[src/rtl/mtt_pkg.sv]
package mtt_pkg;
  localparam int unsigned HALF_W = 32;
  localparam int unsigned ADDR_W = 4;
  localparam logic [HALF_W-1:0] TIMER_CAUSE = 32'h8000_0007;

  typedef enum logic [1:0] {
    SEL_TLO = 2'd0,
    SEL_THI = 2'd1,
    SEL_MLO = 2'd2,
    SEL_MHI = 2'd3
  } reg_sel_e;

  // 64-bit strict comparison done half by half, high half first
  function automatic logic later_than(input logic [HALF_W-1:0] a_hi,
                                      input logic [HALF_W-1:0] a_lo,
                                      input logic [HALF_W-1:0] b_hi,
                                      input logic [HALF_W-1:0] b_lo);
    if (a_hi != b_hi) return a_hi > b_hi;
    return a_lo > b_lo;
  endfunction

  // low-half addition with carry out in the top bit
  function automatic logic [HALF_W:0] low_sum(input logic [HALF_W-1:0] a,
                                              input logic [HALF_W-1:0] b);
    return {1'b0, a} + {1'b0, b};
  endfunction
endpackage

[src/rtl/mtt_counter.sv]
module mtt_counter
  import mtt_pkg::*;
#(
  parameter int unsigned INC_W = 32
) (
  input  logic              clk_i,
  input  logic              rst_ni,
  input  logic              step_en_i,
  input  logic [INC_W-1:0]  step_amt_i,
  input  logic              wr_lo_i,
  input  logic              wr_hi_i,
  input  logic [HALF_W-1:0] wdata_i,
  output logic [HALF_W-1:0] lo_o,
  output logic [HALF_W-1:0] hi_o
);
  logic [HALF_W-1:0] lo_q, hi_q;
  logic [HALF_W-1:0] amt_ext;
  logic [HALF_W:0]   sum;
  logic              bus_hit;
  logic              advance;
  logic              carry;

  assign amt_ext = HALF_W'(step_amt_i);
  assign sum     = low_sum(lo_q, amt_ext);
  assign bus_hit = wr_lo_i | wr_hi_i;
  assign advance = step_en_i & ~bus_hit;
  assign carry   = advance & sum[HALF_W];

  always_ff @(posedge clk_i) begin
    if (!rst_ni) begin
      lo_q <= '0;
    end else if (wr_lo_i) begin
      lo_q <= wdata_i;
    end else if (advance) begin
      lo_q <= sum[HALF_W-1:0];
    end
  end

  always_ff @(posedge clk_i) begin
    if (!rst_ni) begin
      hi_q <= '0;
    end else if (wr_hi_i) begin
      hi_q <= wdata_i;
    end else if (carry) begin
      hi_q <= hi_q + 1'b1;
    end
  end

  assign lo_o = lo_q;
  assign hi_o = hi_q;

  AST_CARRY_INTO_HI: assert property (@(posedge clk_i) disable iff (!rst_ni)
    carry |=> hi_q == $past(hi_q) + 1'b1);
  AST_IDLE_HOLDS: assert property (@(posedge clk_i) disable iff (!rst_ni)
    (!step_en_i && !bus_hit) |=> ($stable(lo_q) && $stable(hi_q)));
  AST_WRITE_WINS: assert property (@(posedge clk_i) disable iff (!rst_ni)
    wr_lo_i |=> lo_q == $past(wdata_i));
endmodule

[src/rtl/mtt_match.sv]
module mtt_match
  import mtt_pkg::*;
(
  input  logic              clk_i,
  input  logic              rst_ni,
  input  logic              wr_lo_i,
  input  logic              wr_hi_i,
  input  logic [HALF_W-1:0] wdata_i,
  input  logic [HALF_W-1:0] tlo_i,
  input  logic [HALF_W-1:0] thi_i,
  output logic [HALF_W-1:0] mlo_o,
  output logic [HALF_W-1:0] mhi_o,
  output logic              pend_o
);
  logic [1:0]             wr_sel;
  logic [1:0][HALF_W-1:0] half_w;
  logic                   armed;

  assign wr_sel = {wr_hi_i, wr_lo_i};

  for (genvar g = 0; g < 2; g++) begin : g_half
    logic [HALF_W-1:0] q;
    always_ff @(posedge clk_i) begin
      if (!rst_ni) begin
        q <= '0;
      end else if (wr_sel[g]) begin
        q <= wdata_i;
      end
    end
    assign half_w[g] = q;
  end

  assign mlo_o  = half_w[0];
  assign mhi_o  = half_w[1];
  assign armed  = |{mhi_o, mlo_o};
  assign pend_o = armed & later_than(thi_i, tlo_i, mhi_o, mlo_o);

  AST_ZERO_MATCH_QUIET: assert property (@(posedge clk_i) disable iff (!rst_ni)
    (mlo_o == '0 && mhi_o == '0) |-> !pend_o);
  AST_HIGH_DECIDES: assert property (@(posedge clk_i) disable iff (!rst_ni)
    (armed && thi_i > mhi_o) |-> pend_o);
endmodule

[src/rtl/mtt_wake.sv]
module mtt_wake
  import mtt_pkg::*;
(
  input  logic              clk_i,
  input  logic              rst_ni,
  input  logic              pend_i,
  input  logic              wfi_i,
  input  logic              mie_tie_i,
  input  logic              mstatus_ie_i,
  output logic              sleep_o,
  output logic              wfi_ack_o,
  output logic              take_o,
  output logic [HALF_W-1:0] cause_o
);
  logic sleep_q;

  assign wfi_ack_o = wfi_i & ~sleep_q & ~pend_i;

  always_ff @(posedge clk_i) begin
    if (!rst_ni) begin
      sleep_q <= 1'b0;
    end else if (pend_i) begin
      sleep_q <= 1'b0;
    end else if (wfi_ack_o) begin
      sleep_q <= 1'b1;
    end
  end

  assign sleep_o = sleep_q;
  assign take_o  = pend_i & mie_tie_i & mstatus_ie_i;
  assign cause_o = take_o ? TIMER_CAUSE : '0;

  AST_PEND_WAKES: assert property (@(posedge clk_i) disable iff (!rst_ni)
    pend_i |=> !sleep_q);
  AST_WFI_SLEEPS: assert property (@(posedge clk_i) disable iff (!rst_ni)
    wfi_ack_o |=> sleep_q);
  AST_ASLEEP_NO_ACK: assert property (@(posedge clk_i) disable iff (!rst_ni)
    sleep_q |-> !wfi_ack_o);
endmodule

[src/rtl/mach_tick_timer.sv]
module mach_tick_timer
  import mtt_pkg::*;
#(
  parameter int unsigned INC_W = 32
) (
  input  logic              clk_i,
  input  logic              rst_ni,
  input  logic              step_en_i,
  input  logic [INC_W-1:0]  step_amt_i,
  input  logic              reg_wr_i,
  input  logic [ADDR_W-1:0] reg_addr_i,
  input  logic [HALF_W-1:0] reg_wdata_i,
  output logic [HALF_W-1:0] reg_rdata_o,
  input  logic              mie_tie_i,
  input  logic              mstatus_ie_i,
  input  logic              wfi_i,
  output logic              tip_o,
  output logic              irq_take_o,
  output logic [HALF_W-1:0] irq_cause_o,
  output logic              sleep_o,
  output logic              wfi_ack_o
);
  reg_sel_e          sel;
  logic              wr_ok;
  logic              wr_tlo, wr_thi, wr_mlo, wr_mhi;
  logic [HALF_W-1:0] time_lo, time_hi, cmp_lo, cmp_hi;
  logic              pend_evt;

  assign sel    = reg_sel_e'(reg_addr_i[3:2]);
  assign wr_ok  = reg_wr_i & (reg_addr_i[1:0] == 2'b00);
  assign wr_tlo = wr_ok & (sel == SEL_TLO);
  assign wr_thi = wr_ok & (sel == SEL_THI);
  assign wr_mlo = wr_ok & (sel == SEL_MLO);
  assign wr_mhi = wr_ok & (sel == SEL_MHI);

  mtt_counter #(.INC_W(INC_W)) u_count (
    .clk_i      (clk_i),
    .rst_ni     (rst_ni),
    .step_en_i  (step_en_i),
    .step_amt_i (step_amt_i),
    .wr_lo_i    (wr_tlo),
    .wr_hi_i    (wr_thi),
    .wdata_i    (reg_wdata_i),
    .lo_o       (time_lo),
    .hi_o       (time_hi)
  );

  mtt_match u_match (
    .clk_i   (clk_i),
    .rst_ni  (rst_ni),
    .wr_lo_i (wr_mlo),
    .wr_hi_i (wr_mhi),
    .wdata_i (reg_wdata_i),
    .tlo_i   (time_lo),
    .thi_i   (time_hi),
    .mlo_o   (cmp_lo),
    .mhi_o   (cmp_hi),
    .pend_o  (pend_evt)
  );

  mtt_wake u_wake (
    .clk_i        (clk_i),
    .rst_ni       (rst_ni),
    .pend_i       (pend_evt),
    .wfi_i        (wfi_i),
    .mie_tie_i    (mie_tie_i),
    .mstatus_ie_i (mstatus_ie_i),
    .sleep_o      (sleep_o),
    .wfi_ack_o    (wfi_ack_o),
    .take_o       (irq_take_o),
    .cause_o      (irq_cause_o)
  );

  always_comb begin
    unique case (sel)
      SEL_TLO: reg_rdata_o = time_lo;
      SEL_THI: reg_rdata_o = time_hi;
      SEL_MLO: reg_rdata_o = cmp_lo;
      default: reg_rdata_o = cmp_hi;
    endcase
  end

  assign tip_o = pend_evt;

  AST_MISALIGNED_IGNORED: assert property (@(posedge clk_i) disable iff (!rst_ni)
    (reg_wr_i && reg_addr_i[1:0] != 2'b00 && !step_en_i)
      |=> ($stable(time_lo) && $stable(time_hi) && $stable(cmp_lo) && $stable(cmp_hi)));
  AST_TAKE_NEEDS_PEND: assert property (@(posedge clk_i) disable iff (!rst_ni)
    irq_take_o |-> (tip_o && irq_cause_o == TIMER_CAUSE));
endmodule

[config.mk]
export PLATFORM = sky130hd
export DESIGN_NAME = mach_tick_timer
export DESIGN_NICKNAME = d
export VERILOG_FILES = /design/src/rtl/mtt_pkg.sv /design/src/rtl/mtt_counter.sv /design/src/rtl/mtt_match.sv /design/src/rtl/mtt_wake.sv /design/src/rtl/mach_tick_timer.sv
export SDC_FILE = /design/constraint.sdc
export NUM_CORES = 1
export LEC_CHECK = 0
export BUFFER_PORTS_ARGS = -buffer_cell sky130_fd_sc_hd__buf_2
export CORE_MARGIN = 5
export CORE_UTILIZATION = 40
export DETAILED_ROUTE_END_ITERATION = 12
export MAX_ROUTING_LAYER = met4
export PLACE_DENSITY = 0.69
export SYNTH_ARGS = -nofsm -noshare
export SYNTH_HDL_FRONTEND = slang
export SYNTH_SLANG_ARGS = --single-unit
export TNS_END_PERCENT = 5
[constraint.sdc]
create_clock -name clk_i -period 6.4 [get_ports clk_i]
set_input_delay 0 -clock clk_i [delete_from_list [all_inputs] [get_ports clk_i]]
set_output_delay 0 -clock clk_i [all_outputs]
set_load 0.01 [all_outputs]
==> qor.txt <==
CP Capture Type = output pin
Top Ports = 143
CTS Hold Bufs = 33
Critical R2R Launch = u_count.lo_o[0]$_SDFFE_PN0P_
Root Driver = clkbuf_16
WL final = 33690 um
Std-Cell Rows = 58
Slew @ Worst Pin = 1.017 ns
Antenna cells = 0
Post-synthesis mux area share = 7.436%
Initial antenna violation count = 0
Switching power = 0.0008919 W
H-Tree Depth = 4
Detail Route Antenna Nets = 0
Clock transition at the registers of the reported paths = 0.06 ns
Die H = 169 um
Setup Skew = 0.006616 ns
MaxCap Viol Count = 0
Post-route setup slack = 3.089 ns
Crit share post-route = 51.73%
EDFF count, synth = 0
Fin crit period = 3.311 ns
Commonest cells post-synth = nand2_1 (218), a21oi_1 (158), dfxtp_1 (129)
Synth cell types = 82
Cell-by-cell trace of the critical path = inv_1 > ha_1 > nor2b_1 > o21a_1 > o21a_1 > o2111ai_1 > a311oi_1 > a211oi_1 > a211oi_1 > and3_1 > buf_2
Worst Reg-to-Reg Cells = 10
Max transition margin = 32.19%
Synth Area in Compound Gates = 21.60%
Largest family of logic cells by synthesized area = compound AO/OA/AOI/OAI gates
Place WS = 3.201 ns
Async S/R FF share, synth = 0%
Fin nets = 1538
Hold WC Path Type = primary input to flop
CP Max Fanout = 7
Main synth FF type = dfxtp_1
Pwr Density = 233.5 nW/um^2
Clk pwr share = 39.0%
Initial detailed-routing violation count = 1122
Slew Limit Fails = 0
Via count = 9965
DRC violations left = 0
Final Hold Fails = 0
Combinational Power Share = 27.4%
Die area = 28560 um^2
HPWL after detailed placement = 25330 um
Die width = 169 um
Adder-cell share of the synthesized area = 12.20%
Sequential share of the synthesized area = 25.54%
Top cell type's share of synthesized area = 25.54%
TNS Setup = 0 ns
Net Sw Frac = 32.80%
Area growth, synth to finish = 15.18%
Crit-path slowest cell = a211oi_1
DR WL/cell = 19.72 um
First-pass GRT wire length = 51630 um
Synth Area in XOR/XNOR = 3.724%
Total grt overflow = 0
Largest net degree at the start of global routing = 77
Share of cells above drive strength 1 = 15.67%
Worst path arrival time = 3.31 ns
Leakage = 4.724 nW
Routability congestion estimate from global placement = 0.9401
Reg power frac = 33.6%
PortBufs = 114
Yosys top cell by area = dfxtp_1
Synthesized area per cell = 7.950 um^2
Netlist Area Pre-Place = 10110 um^2
Worst Path Required = 6.40 ns
RSZ-0062 raised after global routing = false
Number of global-route vias before repair = 9356
Critical Setup Path Class = flop to output pin
Max Freq = 0.3021 GHz
Post_cts resized = 0
Dominant cells by area after synthesis = dfxtp_1 (26%), ha_1 (12%), nand2_1 (8.1%)
Reg2reg end = u_count.hi_o[28]$_SDFFE_PN0P_
Initial Util = 40.39%
Clock Latency Late Sink = 0.43 ns
Max incr delay on CP = 0.65 ns
R2r setup slk = 3.22 ns
Total CTS buffers = 17
VDD IR max = 0.1834 mV
Worst setup startpoint = u_count.hi_o[0]$_SDFFE_PN0P_
Aggregate global-route resource usage = 23.52%
Yosys reg bits = 129
Clk buf depth = 2
Sink Count = 129
Cell internal pwr = 0.001828 W
Postcts setup bufs = 0
Core area = 25040 um^2
Synth Area in Simple Gates = 21.01%
Yosys warnings = 0
Status = complete, no violations
CTS tree = yes
Synthesized instance count = 1272
CP Launch Type = flop
Top-count cell post-synth = nand2_1
DRT Pass-1 Iters = 6
Routed vias/inst = 5.834
CP Capture Point = irq_cause_o[2]
Setup violations, final = 0
[cell usage in the layout, fill, tap and decap left out, types with 11 or more instances in the layout]
cell           Yosys  final
nand4_1           34     34
inv_1             74     73
a211oi_1          11     11
nand2_1          218    218
o211ai_1          15     15
nor2b_1           11     11
clkbuf_16          0     17
ha_1              97     97
dlygate4sd3_1      0     33
and3_1            16     16
xor2_1            17     17
a21oi_1          158    158
nor4_1            20     20
buf_2             14    114
a311oi_1          12     12
nor2_1            50     49
o21ai_0           61     61
mux4_2            32     32
nand3_1           29     28
conb_1             1     28
nor3_1            12     12
xnor2_1           26     26
a21o_1            31     31
dfxtp_1          129    129
[power groups by stage]
stage               clock, W  sequential (W)  combinational, W
CTS                  0.00107        0.000909          0.000734
finish               0.00106        0.000915          0.000744
detailed placement         0        0.000927          0.000712
floorplan                  0        0.000893          0.000544
global placement           0        0.000926          0.000704
global route         0.00111        0.000917          0.000814
[routing by layer]
| layer | up-vias | part of all wire [%] | track usage [%] |
|---|---|---|---|
| met4 | 0 | 4.5 | 11.66 |
| met1 | 4694 | 44 | 31.64 |
| met3 | 74 | 8.6 | 3.433 |
| met5 | - | 0 | - |
| li1 | 4732 | - | - |
| met2 | 465 | 43 | 34.63 |
[worst min path at each step]
stage | startpoint | endpoint | slack (ns) | depth (start not counted)
floorplan | reg_wdata_i[10] | u_match.mhi_o[10]$_SDFFE_PN0P_ | 0.14 | 2
global placement | wfi_i | u_wake.sleep_o$_SDFFE_PP0P_ | 0.25 | 3
detailed placement | wfi_i | u_wake.sleep_o$_SDFFE_PP0P_ | 0.27 | 3
CTS | step_amt_i[0] | u_count.lo_o[0]$_SDFFE_PN0P_ | 0.05 | 4
global route | step_amt_i[0] | u_count.lo_o[0]$_SDFFE_PN0P_ | 0.08 | 4
finish | step_amt_i[0] | u_count.lo_o[0]$_SDFFE_PN0P_ | 0.07 | 4
[flip-flops by register name (all words and copies together) (netlist names)]
register,count
u_match.mhi_o,32
u_count.lo_o,32
u_count.hi_o,32
u_match.mlo_o,32
u_wake.sleep_o,1
[through the flow]
stage | instance area (um^2) | utilization (%) | instances | power (W) | hold WS (ns)
global route | 11650 | 46.52 | 1708 | 0.002841 | 0.07888
CTS | 11650 | 46.52 | 1708 | 0.002714 | 0.05242
finish | 11650 | 46.52 | 1708 | 0.002719 | 0.06954
detailed placement | 10680 | 42.66 | 1643 | 0.001639 | 0.2667
global placement | 10680 | 42.66 | 1643 | 0.001630 | 0.2479
floorplan | 10210 | - | 1299 | 0.001437 | 0.1360
[area by class of cell]
cell class | instances | area [um^2]
multi-input combinational | 990 | 6792
sequential | 129 | 2582
clock buffer | 20 | 456.7
tap | 330 | 412.9
clock inverter | 12 | 180.2
timing repair buffer | 153 | 945.9
fill | 2466 | 13390
inverter | 74 | 277.8
[kinds of logic (layout without fill, tap and decap cells)]
family,Yosys count,after routing
DFF,129,129
other,1,28
buffers and inverters,180,259
AOI/OAI and AO/OA,352,352
muxes,35,35
and+or+nand+nor,434,434
adders and majority gates,98,98
xor gates and xnor gates,43,43
[worst max-delay path, delay by kind of cell (launching register included)]
kind                       cells  cell delay, ns
AOI/OAI and AO/OA              6            1.54
buffers and inverters          2            0.23
adders and majority gates      1            0.20
and+or+nand+nor                2            0.43
DFF                            1            0.48
Note: power is estimated with default switching activity, not from simulation.
